`config.mk`:
```
export PLATFORM = sky130hd
export DESIGN_NAME = activity_watchdog
export DESIGN_NICKNAME = d
export VERILOG_FILES = /design/src/rtl/wdog_pkg.sv /design/src/rtl/wdog_edge_sense.sv /design/src/rtl/wdog_tmo_counter.sv /design/src/rtl/activity_watchdog.sv
export SDC_FILE = /design/constraint.sdc
export NUM_CORES = 1
export LEC_CHECK = 0
export BUFFER_PORTS_ARGS = -buffer_cell sky130_fd_sc_hd__buf_4
export CAP_MARGIN = 25
export CORE_UTILIZATION = 50
export CTS_BUF_LIST = sky130_fd_sc_hd__clkbuf_8
export CTS_CLUSTER_DIAMETER = 80
export DETAILED_ROUTE_END_ITERATION = 8
export GPL_TIMING_DRIVEN = 0
export HOLD_SLACK_MARGIN = 0.05
export MAX_ROUTING_LAYER = met4
export PLACE_DENSITY = 0.73
export SYNTH_ARGS = -nofsm -noshare
export SYNTH_HDL_FRONTEND = slang
export SYNTH_HIERARCHICAL = 1
export SYNTH_SLANG_ARGS = --single-unit
```
`constraint.sdc`:
```
create_clock -name clk -period 1.43 [get_ports clk]
set_input_delay 0.143 -clock clk [delete_from_list [all_inputs] [get_ports clk]]
set_output_delay 0.143 -clock clk [all_outputs]
set_load 0.01 [all_outputs]
```
`src/rtl/wdog_pkg.sv`:
```
package wdog_pkg;

  // Bits needed to hold the values 0..limit
  function automatic int unsigned count_bits(input int unsigned limit);
    int unsigned w;
    w = 1;
    while ((64'd1 << w) <= 64'(limit)) w++;
    return w;
  endfunction

endpackage

```
`src/rtl/wdog_edge_sense.sv`:
```
module wdog_edge_sense #(
  parameter int unsigned STAGES = 2
) (
  input  logic clk,
  input  logic rst_n,
  input  logic din,
  output logic edge_o
);

  logic [STAGES-1:0] sync_q;
  logic [STAGES-1:0] sync_d;
  logic              prev_q;
  logic              prev_d;

  // Synchronizer chain: stage 0 samples the pin, the others shift
  assign sync_d[0] = din;
  generate
    for (genvar i = 1; i < STAGES; i++) begin : g_chain
      assign sync_d[i] = sync_q[i-1];
    end
  endgenerate

  assign prev_d = sync_q[STAGES-1];

  always_ff @(posedge clk or negedge rst_n) begin
    if (!rst_n) begin
      sync_q <= '0;
      prev_q <= 1'b0;
    end else begin
      sync_q <= sync_d;
      prev_q <= prev_d;
    end
  end

  // Any level difference between the synchronized value and the stored one
  // is an edge, whatever its direction
  assign edge_o = sync_q[STAGES-1] ^ prev_q;

endmodule

```
`src/rtl/wdog_tmo_counter.sv`:
```
module wdog_tmo_counter
  import wdog_pkg::*;
#(
  parameter int unsigned LIMIT = 80_000_000
) (
  input  logic clk,
  input  logic rst_n,
  input  logic clr,
  output logic expired_o
);

  localparam int unsigned W = count_bits(LIMIT);
  localparam logic [W-1:0] TOP = W'(LIMIT);

  logic [W-1:0] cnt_q;
  logic [W-1:0] cnt_d;
  logic         cnt_en;
  logic         at_top;

  assign at_top = (cnt_q == TOP);

  always_comb begin
    cnt_en = clr | ~at_top;
    cnt_d  = clr ? '0 : cnt_q + W'(1);
  end

  always_ff @(posedge clk or negedge rst_n) begin
    if (!rst_n) begin
      cnt_q <= '0;
    end else if (cnt_en) begin
      cnt_q <= cnt_d;
    end
  end

  assign expired_o = at_top;


  clear_zero_chk: assert property (@(posedge clk) disable iff (!rst_n)
    clr |=> (cnt_q == '0));


  count_step_chk: assert property (@(posedge clk) disable iff (!rst_n)
    (!clr && (cnt_q != TOP)) |=> (cnt_q == $past(cnt_q) + W'(1)));


  no_wrap_chk: assert property (@(posedge clk) disable iff (!rst_n)
    (!clr && (cnt_q == TOP)) |=> (cnt_q == TOP));

endmodule

```
`src/rtl/activity_watchdog.sv`:
```
module activity_watchdog #(
  parameter int unsigned TIMEOUT_CYCLES = 80_000_000,
  parameter int unsigned SYNC_STAGES    = 2
) (
  input  logic clk,
  input  logic rst_n,
  input  logic act_in,
  input  logic supply_low,
  input  logic rst_status,
  output logic alarm_n
);

  logic [1:0] rst_pipe_q;
  logic       rst_int_n;
  logic       act_edge;
  logic       tmr_clr;
  logic       expired;

  // Reset: asserted asynchronously, released on the clock
  always_ff @(posedge clk or negedge rst_n) begin
    if (!rst_n) begin
      rst_pipe_q <= 2'b00;
    end else begin
      rst_pipe_q <= {rst_pipe_q[0], 1'b1};
    end
  end
  assign rst_int_n = rst_pipe_q[1];

  wdog_edge_sense #(
    .STAGES (SYNC_STAGES)
  ) u_sense (
    .clk    (clk),
    .rst_n  (rst_int_n),
    .din    (act_in),
    .edge_o (act_edge)
  );

  assign tmr_clr = act_edge | rst_status;

  wdog_tmo_counter #(
    .LIMIT (TIMEOUT_CYCLES)
  ) u_tmr (
    .clk       (clk),
    .rst_n     (rst_int_n),
    .clr       (tmr_clr),
    .expired_o (expired)
  );

  assign alarm_n = ~(expired | supply_low);


  edge_release_chk: assert property (@(posedge clk) disable iff (!rst_int_n)
    (act_edge && !rst_status) |=> (alarm_n || supply_low));


  alarm_hold_chk: assert property (@(posedge clk) disable iff (!rst_int_n)
    (!alarm_n && !supply_low && !act_edge && !rst_status) |=> !alarm_n);


  status_release_chk: assert property (@(posedge clk) disable iff (!rst_int_n)
    rst_status |=> (alarm_n || supply_low));

endmodule

```
==> results of run 1 <==
[per-layer routing]
layer  up-vias  track usage (%)  part of all wire (%)
li1        737                -                     -
met1       827             35.2                    40
met2        97             41.3                    49
met3        24             7.89                   7.2
met4         0             14.3                   3.5
met5         -                -                     0
[state kept, by name, indices dropped and copies added, names as in the netlist]
| register | flops |
|---|---|
| rst_pipe_q | 2 |
| u_tmr/cnt_q | 27 |
| u_sense/sync_q | 2 |
| u_sense/prev_q | 1 |
[through the flow]
stage	std cells	cell area, um2
6_report	260	2440
5_1_grt	260	2440
4_1_cts	245	2150
3_5_place_dp	223	1870
3_3_place_gp	222	1840
2_1_floorplan	173	1750
[how the worst min path moves through the flow]
stage                     slack (ps)   from                       to  depth (start not counted)
after CTS                        170  rst_n  rst_pipe_q[0]$_DFF_PN0_                          2
after global placement           -70  rst_n  rst_pipe_q[1]$_DFF_PN0_                          1
after floorplan                 -150  rst_n  rst_pipe_q[0]$_DFF_PN0_                          0
final                            180  rst_n  rst_pipe_q[0]$_DFF_PN0_                          2
after detailed placement         -70  rst_n  rst_pipe_q[0]$_DFF_PN0_                          1
after global routing             180  rst_n  rst_pipe_q[0]$_DFF_PN0_                          2
[cell families (layout without fill, tap and decap cells)]
logic type               Yosys count  in the layout  synth area share (%)
buffers and inverters             10             51                  2.93
AO/OA/AOI/OAI                     38             38                  12.7
flip-flops                        32             32                  46.9
other                              1              1                 0.220
AND/OR/NAND/NOR                   80             82                  30.3
multiplexers                       2              2                  1.32
adder cells (fa/ha/maj)            2              2                  1.46
XOR/XNOR                           8              8                  4.10
[worst max-delay path, stage by stage (launching register included)]
cell	delay (ps)
dfrtp_1	420
nor4b_4	360
nand4_1	280
nor2_1	190
nor2_1	80
buf_4	140
[cells in the mapped netlist, types with 4 or more instances]
cell and n:
o21ai_0 9, and3_1 4, nand2_1 10, nand3_1 8, inv_1 4, and4_1 7, nand4_1 6, or4_1 10
xor2_1 8, a21oi_1 18, nor2_1 12, dfrtp_1 32, or3_1 5, o31ai_1 10
[final cells by class]
type	instances	share of cell area, %
timing repair buffer	35	13.7
sequential	32	33.4
buffer	5	1.79
inverter	4	0.614
multi-input combinational	133	44.4
tap	44	2.25
clock buffer	7	3.94
[cells in the final DEF, fill, tap and decap left out, types with 3 or more instances in the layout]
cell / netlist / final
nand2_4: 1 / 3
a21oi_1: 18 / 9
nand2_1: 10 / 9
and4_1: 7 / 6
a21oi_2: 0 / 9
and4_4: 2 / 3
or3_1: 5 / 5
o31ai_1: 10 / 9
buf_4: 1 / 23
clkbuf_8: 0 / 7
or4_1: 10 / 6
nand3_2: 1 / 4
o21ai_0: 9 / 5
nor2_1: 12 / 12
dfrtp_1: 32 / 20
nand4_1: 6 / 6
dfrtp_2: 0 / 12
xor2_1: 8 / 8
buf_6: 1 / 10
or4_4: 0 / 4
o21ai_1: 0 / 3
nand3_1: 8 / 4
[power groups by stage]
stage | Clock (mW) | Sequential, mW | Combinational [mW]
6_report | 0.745 | 0.935 | 0.114
2_1_floorplan | 0 | 0.950 | 0.0357
5_1_grt | 0.813 | 0.936 | 0.122
3_3_place_gp | 0 | 0.956 | 0.0564
4_1_cts | 0.762 | 0.932 | 0.0867
3_5_place_dp | 0 | 0.948 | 0.0764
[what timing repair did]
item,CTS,global route
endpoints found under the hold margin,3,0
gates cloned,1,1
buffers inserted,13,15
hold buffers,2,0
resized for setup,20,45
setup endpoints to repair,28,28
pin swaps,2,19
==> flow_summary.yaml, run 1 <==
power:
  power_mw: 1.79
  p_leak_nw: 0.989
  seq_power_share_pct: 52.1
  p_per_area_nw_per_um2: 734
  switching_share_pct: 22.1
  peakVddDrop_v: 0.000622
  p_clk_share_pct: 41.5
  p_int_mw: 1.40
  p_comb_share_pct: 6.4
  p_sw_mw: 0.397
floorplan:
  die_x_um: 60.4
  die_area_um2: 3650
  design.core.area_um2: 3150
  die_y_um: 60.4
  num_rows: 20
  start_util_pct: 54.2
  num_io_pins: 6
cells_and_area:
  multi_input_area_um2: 1080
  post-route-util_pct: 77.5
  fillers: 209
  regArea_um2: 816
  area_growth_pct: 43.1
  finalNetCount: 223
  drive_above_1_share_pct: 48.1
  n_antenna_cell: 0
sta:
  clock_skew_ps: 4.32
  tns_ps: -4630
  tightest_slew_ps: 635
  slew_viol_final: 0
  hold_violations: 0
  period_minus_slack_ps: 1900
  fmax_mhz: 526
  timing.final.ws_setup_ps: -471
  worst_hold_slack_ps: 183
  setup_viol: 23
  relSlewSlack_pct: 57.6
  period_share_pct: 133
  rsz0062_at_grt: "yes"
setup_path:
  cp-end-kind: "output port"
  reg2reg_from: "u_tmr/cnt_q[11]$_DFFE_PN0P_"
  critPathLaunchType: "flip-flop"
  setup.worst_path.end: "alarm_n"
  worst-endpoint-required_ps: 1290
  worstSetupPathType: "flip-flop to output port"
  crit-reg2reg-capture: "u_tmr/cnt_q[2]$_DFFE_PN0P_"
  critPathMaxFanout: 4
  rr_worst_depth: 4
  worstPathArrival_ps: 1760
  crit_start: "u_tmr/cnt_q[11]$_DFFE_PN0P_"
  r2r_slack_ps: -330
clocking:
  cts_num_sinks: 32
  cts_tree: "yes"
  ctsLongestPathBuffers: 2
  cts_buffers: 5
  path_clk_slew_ps: 60
  cts-htree-levels: 2
  ctsRootBufferMaster: "clkbuf_8"
  clk_latency_ps: 290
synth:
  syn-num-nets: 180
  synth.avg_cell_area_um2: 9.87
  synth_area_leaders: "dfrtp_1 47%, a21oi_1 5.3%, o31ai_1 4.4%"
  synth_seq_cells: 32
  ys_seq_area_share_pct: 46.9
  yosys_warnings: 6
  synthDominantCellAreaShare_pct: 46.9
  ys_async_sr_fraction_pct: 100
  synthDistinctLibCells: 37
  synth_edf_count: 0
  mappedNetlistArea_um2: 1710
  yosysTopAreaCell: "dfrtp_1"
  synth_flop_cell: "dfrtp_1"
  syn_inst: 173
detailed_routing:
  drt_first_iter_violations: 149
  via_count: 1685
  drc_errors: 0
  ant_nets: 0
  routed_wl_um: 5480
  viasPerCell: 6.48
  dr.pass1.iters: 6
  avgRoutedWirePerCell_um: 21.1
placed_design:
  place.gp.congestion: 0.842
  port_buffers: 5
  dpl_worst_slack_ps: -318
  dp_hpwl_um: 2640
outcome:
  failed_checks: "negative setup slack"
  outcome: "complete, but fails checks"
global_route:
  grt_pass1_vias: 1525
  grt.overflow.total: 0
  grt_max_degree: 18
  grt.total_usage_pct: 28.0
  antenna_found_initial: 0
  grt_pass1_wl_um: 7070
flow_run:
  drv_cap: 0
hold_path:
  hold_class: "input pin to asynchronous set/reset pin"
(Power assumes the default switching activity.)
==> inputs of run 2 (changes only) <==
Settings changed: CORE_UTILIZATION 50 to 25, CTS_CLUSTER_SIZE from default to 28, PLACE_DENSITY 0.73 to 0.45, REMOVE_ABC_BUFFERS from default to 1.
==> run 2 against run 1 <==
  * The run still ends with negative setup slack left
  * Clock skew rose by 2.5 ps
  * Clock-buffer cell count fell by 2
  * Critical path depth unchanged
  * First-iteration DRC count decreased by 28%
  * Combinational power decreased by 25%
  * Sequential cell count unchanged
==> flow_summary.yaml, run 2 (synthesis gave the netlist of run 1 again) <==
detailed_routing:
  routed_wl_um: 4670
  dr.pass1.iters: 4
  drt_first_iter_violations: 108
  ant_nets: 0
  avgRoutedWirePerCell_um: 16.2
  via_count: 1535
  viasPerCell: 5.33
  drc_errors: 0
floorplan:
  die_area_um2: 7170
  start_util_pct: 26.4
  num_io_pins: 6
  num_rows: 29
  die_x_um: 84.7
  design.core.area_um2: 6460
  die_y_um: 84.7
sta:
  clock_skew_ps: 6.79
  setup_viol: 21
  period_minus_slack_ps: 1760
  slew_viol_final: 0
  fmax_mhz: 567
  timing.final.ws_setup_ps: -333
  period_share_pct: 123
  hold_violations: 0
  relSlewSlack_pct: 47.8
  rsz0062_at_grt: "yes"
  worst_hold_slack_ps: 173
  tightest_slew_ps: 783
clocking:
  path_clk_slew_ps: 70
  ctsRootBufferMaster: "clkbuf_8"
  cts_tree: "yes"
  ctsLongestPathBuffers: 2
  cts_num_sinks: 32
  cts-htree-levels: 2
  cts_buffers: 5
  clk_latency_ps: 280
power:
  peakVddDrop_v: 0.000411
  p_per_area_nw_per_um2: 745
  p_leak_nw: 0.944
setup_path:
  setup.worst_path.end: "u_tmr/cnt_q[18]$_DFFE_PN0P_"
  critPathLaunchType: "flip-flop"
  worstPathArrival_ps: 1960
  worstSetupPathType: "flip-flop to flip-flop"
  cp-end-kind: "flip-flop"
  rr_worst_depth: 5
  worst-endpoint-required_ps: 1630
  reg2reg_from: "u_tmr/cnt_q[11]$_DFFE_PN0P_"
  crit-reg2reg-capture: "u_tmr/cnt_q[18]$_DFFE_PN0P_"
  critPathMaxFanout: 6
  r2r_slack_ps: -330
  crit_start: "u_tmr/cnt_q[11]$_DFFE_PN0P_"
placed_design:
  place.gp.congestion: 0.706
  dp_hpwl_um: 2520
  dpl-instance-area_um2: 1830
  port_buffers: 5
global_route:
  grt_pass1_wl_um: 6710
  grt.total_usage_pct: 12.5
  grt_max_degree: 30
  antenna_found_initial: 0
  grt_pass1_vias: 1362
  grt.overflow.total: 0
cells_and_area:
  final_cell_mix: "26 x buf_4, 18 x dfrtp_1, 14 x dfrtp_2"
  post-route-util_pct: 38.5
  fillers: 649
  layout_commonest_cell: "buf_4"
  n_antenna_cell: 0
  postLayoutCellArea_um2: 2490
  area_growth_pct: 45.6
  drive_above_1_share_pct: 53.1
  finalNetCount: 217
  top_regs: "u_tmr/cnt_q (27), rst_pipe_q (2), u_sense/sync_q (2)"
  largest_register: "u_tmr/cnt_q"
  largest_reg_flops: 27
flow_run:
  drv_cap: 0
hold_path:
  hold_class: "input pin to asynchronous set/reset pin"
outcome:
  failed_checks: "negative setup slack"
  outcome: "complete, but fails checks"
==> run 2: changes by cell type in the layout (fill, tap and decap cells not counted), sizes merged <==
cell    delta
inv        +1
buf        -7
nand4      -1
nand2      +2
nand3      +1
bufinv     +1
clkbuf     -3
clkinv     +1
==> run 2: layout make-up <==
type                    instances  area (um2)  share of cell area [%]
well taps                      77        96.3                    3.87
repair buffers                 32         285                    11.5
clock buffers                   5        68.8                    2.77
clock inverters                 3        38.8                    1.56
flip-flops and latches         32         818                    32.9
inverters                       4        15.0                   0.604
multi-input cells             135        1160                    46.8
==> run 2: metal layers <==
layer	vias to the layer above	track usage [%]	wire (um)
met4	0	5.70	90
met1	777	15.9	2240
met2	21	18.8	2230
met3	8	2.95	102
li1	729	-	-
met5	-	-	0
==> run 2: repair_timing <==
item,4_1_cts,5_1_grt
pin swaps,13,20
hold buffers,2,0
endpoints found under the hold margin,3,0
setup endpoints to repair,28,24
setup buffers,9,16
gates resized for setup,30,51
cloned,0,4
==> run 2: report_power, final <==
| part | total [mW] | leakage (nW) | switching (mW) | internal [mW] |
|---|---|---|---|---|
| Sequential | 0.935 | 0.411 | 0.0189 | 0.916 |
| Clock | 0.833 | 0.0593 | 0.323 | 0.509 |
| Combinational | 0.0855 | 0.473 | 0.0488 | 0.0367 |
==> run 2: worst min path at each step <==
stage	endpoint	slack, ps	cells after the start
2_1_floorplan	rst_pipe_q[0]$_DFF_PN0_	-150	0
3_3_place_gp	rst_pipe_q[0]$_DFF_PN0_	-70	1
3_5_place_dp	rst_pipe_q[1]$_DFF_PN0_	-70	1
4_1_cts	rst_pipe_q[0]$_DFF_PN0_	160	2
5_1_grt	rst_pipe_q[0]$_DFF_PN0_	170	2
6_report	rst_pipe_q[1]$_DFF_PN0_	170	2
==> run 2: critical path, stage by stage (launching register included) <==
cell	delay, ps
dfrtp_1	420
and2_2	420
nand4_4	230
buf_6	180
or3_1	310
a21oi_2	130
==> run 2: through the flow <==
stage | TNS (ps) | instances | total power [mW] | setup slack, ps
final | -4340 | 288 | 1.85 | -333
after global routing | -6000 | 288 | 1.94 | -408
after floorplan | -1710 | 167 | 0.979 | -237
after detailed placement | -8270 | 250 | 1.02 | -529
after global placement | -7840 | 249 | 1.01 | -531
after CTS | -3370 | 269 | 1.88 | -346
==> inputs of run 3 (changes only) <==
Settings changed: MAX_ROUTING_LAYER met4 to default.
==> run 3 against run 2 <==
  * Sequential cell count did not move
  * Highest routed layer unchanged
  * Via count fell by 0.39%
  * The run still ends with negative setup slack left
  * Largest cell class unchanged
  * Core utilization did not move
  * First-iteration DRC count fell by 4.6%
  * Critical path type unchanged
==> flow_summary.yaml, run 3 (synthesis gave the netlist of run 1 again) <==
setup_path:
  reg2reg_from: "u_tmr/cnt_q[11]$_DFFE_PN0P_"
  crit_start: "u_tmr/cnt_q[11]$_DFFE_PN0P_"
  worstPathArrival_ps: 1960
  worstSetupPathType: "flip-flop to flip-flop"
  worst-endpoint-required_ps: 1630
  critPathMaxFanout: 6
  critPathLaunchType: "flip-flop"
  r2r_slack_ps: -330
  cp-end-kind: "flip-flop"
clocking:
  clk_latency_ps: 280
  cts_buffers: 5
  cts_num_sinks: 32
  path_clk_slew_ps: 70
  cts_tree: "yes"
  ctsRootBufferMaster: "clkbuf_8"
  cts-htree-levels: 2
  ctsLongestPathBuffers: 2
sta:
  fmax_mhz: 567
  slew_viol_final: 0
  worst_hold_slack_ps: 172
  rsz0062_at_grt: "yes"
  timing.final.ws_setup_ps: -333
  hold_violations: 0
  clock_skew_ps: 6.86
  tns_ps: -4340
  period_minus_slack_ps: 1760
  setup_viol: 21
  relSlewSlack_pct: 47.7
  tightest_slew_ps: 784
  period_share_pct: 123
placed_design:
  dpl_worst_slack_ps: -529
  place.gp.congestion: 0.698
  port_buffers: 5
  dp_hpwl_um: 2520
cells_and_area:
  finalNetCount: 217
  drive_above_1_share_pct: 53.1
  top_regs: "u_tmr/cnt_q (27), rst_pipe_q (2), u_sense/sync_q (2)"
  final_cell_mix: "26 x buf_4, 18 x dfrtp_1, 14 x dfrtp_2"
  largest_register: "u_tmr/cnt_q"
  n_antenna_cell: 0
  area_growth_pct: 45.6
  fillers: 649
  layout_commonest_cell: "buf_4"
  largest_reg_flops: 27
detailed_routing:
  dr.pass1.iters: 4
  drt_first_iter_violations: 103
  viasPerCell: 5.31
  drc_errors: 0
  via_count: 1529
  routed_wl_um: 4640
  ant_nets: 0
  avgRoutedWirePerCell_um: 16.1
floorplan:
  num_io_pins: 6
  design.core.area_um2: 6460
  die_area_um2: 7170
  start_util_pct: 26.4
  die_x_um: 84.7
  die_y_um: 84.7
  num_rows: 29
global_route:
  use_met2_pct: 18.8
  met1_usage_pct: 15.8
  grt.overflow.total: 0
  grt.total_usage_pct: 12.1
  top_usage_layer: "met2"
  grt_max_degree: 30
  grt_pass1_wl_um: 6690
  antenna_found_initial: 0
  met3_usage_pct: 2.95
  grt_pass1_vias: 1365
power:
  p_per_area_nw_per_um2: 745
  peakVddDrop_v: 0.000413
  power_mw: 1.85
  p_leak_nw: 0.944
outcome:
  outcome: "complete, but fails checks"
  failed_checks: "negative setup slack"
flow_run:
  drv_cap: 0
hold_path:
  hold_class: "input pin to asynchronous set/reset pin"
run 3: cell counts in the layout (fill, tap and decap cells not counted):
No cell type changed its count.
run 3: repair_timing:
item / 4_1_cts / 5_1_grt
setup endpoints to repair: 28 / 24
gates cloned: 0 / 4
setup buffers: 9 / 16
endpoints found under the hold margin: 3 / 0
pin swaps: 13 / 20
hold buffers: 2 / 0
gates resized for setup: 30 / 51
run 3: worst max-delay path, cell delays in order, from the launching register on:
cell and delay (ps):
dfrtp_1 420, and2_2 420, nand4_4 230, buf_6 180, or3_1 310, a21oi_2 130
run 3: path summary, 6_finish.rpt:
check / to / depth (start not counted)
hold / removal: rst_pipe_q[1]$_DFF_PN0_ / 2
setup reg to reg: u_tmr/cnt_q[18]$_DFFE_PN0P_ / 5
hold reg to reg: u_sense/sync_q[0]$_DFF_PN0_ / 0
max in group asynchronous: u_tmr/cnt_q[16]$_DFFE_PN0P_ / 1
min in group clk: u_sense/sync_q[1]$_DFF_PN0_ / 0
setup / recovery: u_tmr/cnt_q[18]$_DFFE_PN0P_ / 5
run 3: area by class of cell:
cell class | count | area (um2) | area share (%)
multi-input cells | 135 | 1160 | 46.8
flip-flops and latches | 32 | 818 | 32.9
repair buffers | 32 | 285 | 11.5
well taps | 77 | 96.3 | 3.87
clock buffers | 5 | 68.8 | 2.77
clock inverters | 3 | 38.8 | 1.56
inverters | 4 | 15.0 | 0.604
run 3: stage by stage:
step                instances  instance area (um2)  utilization (%)
global placement          249                 1810             28.0
CTS                       269                 2140             33.2
detailed placement        250                 1830             28.4
floorplan                 167                 1670                -
finish                    288                 2490             38.5
global route              288                 2490             38.5
run 3: routing by layer:
metal	part of all wire, %	routed length (um)	up-vias
met2	48	2220	30
met5	0	0	-
met4	2.0	94	0
li1	-	-	727
met1	46	2140	762
met3	4.0	186	10
run 3: report_power, final:
group / switching [mW] / internal, mW / leakage, nW
logic: 0.0486 / 0.0367 / 0.473
clock network: 0.323 / 0.509 / 0.0593
registers: 0.0189 / 0.916 / 0.411
total: 0.391 / 1.46 / 0.944
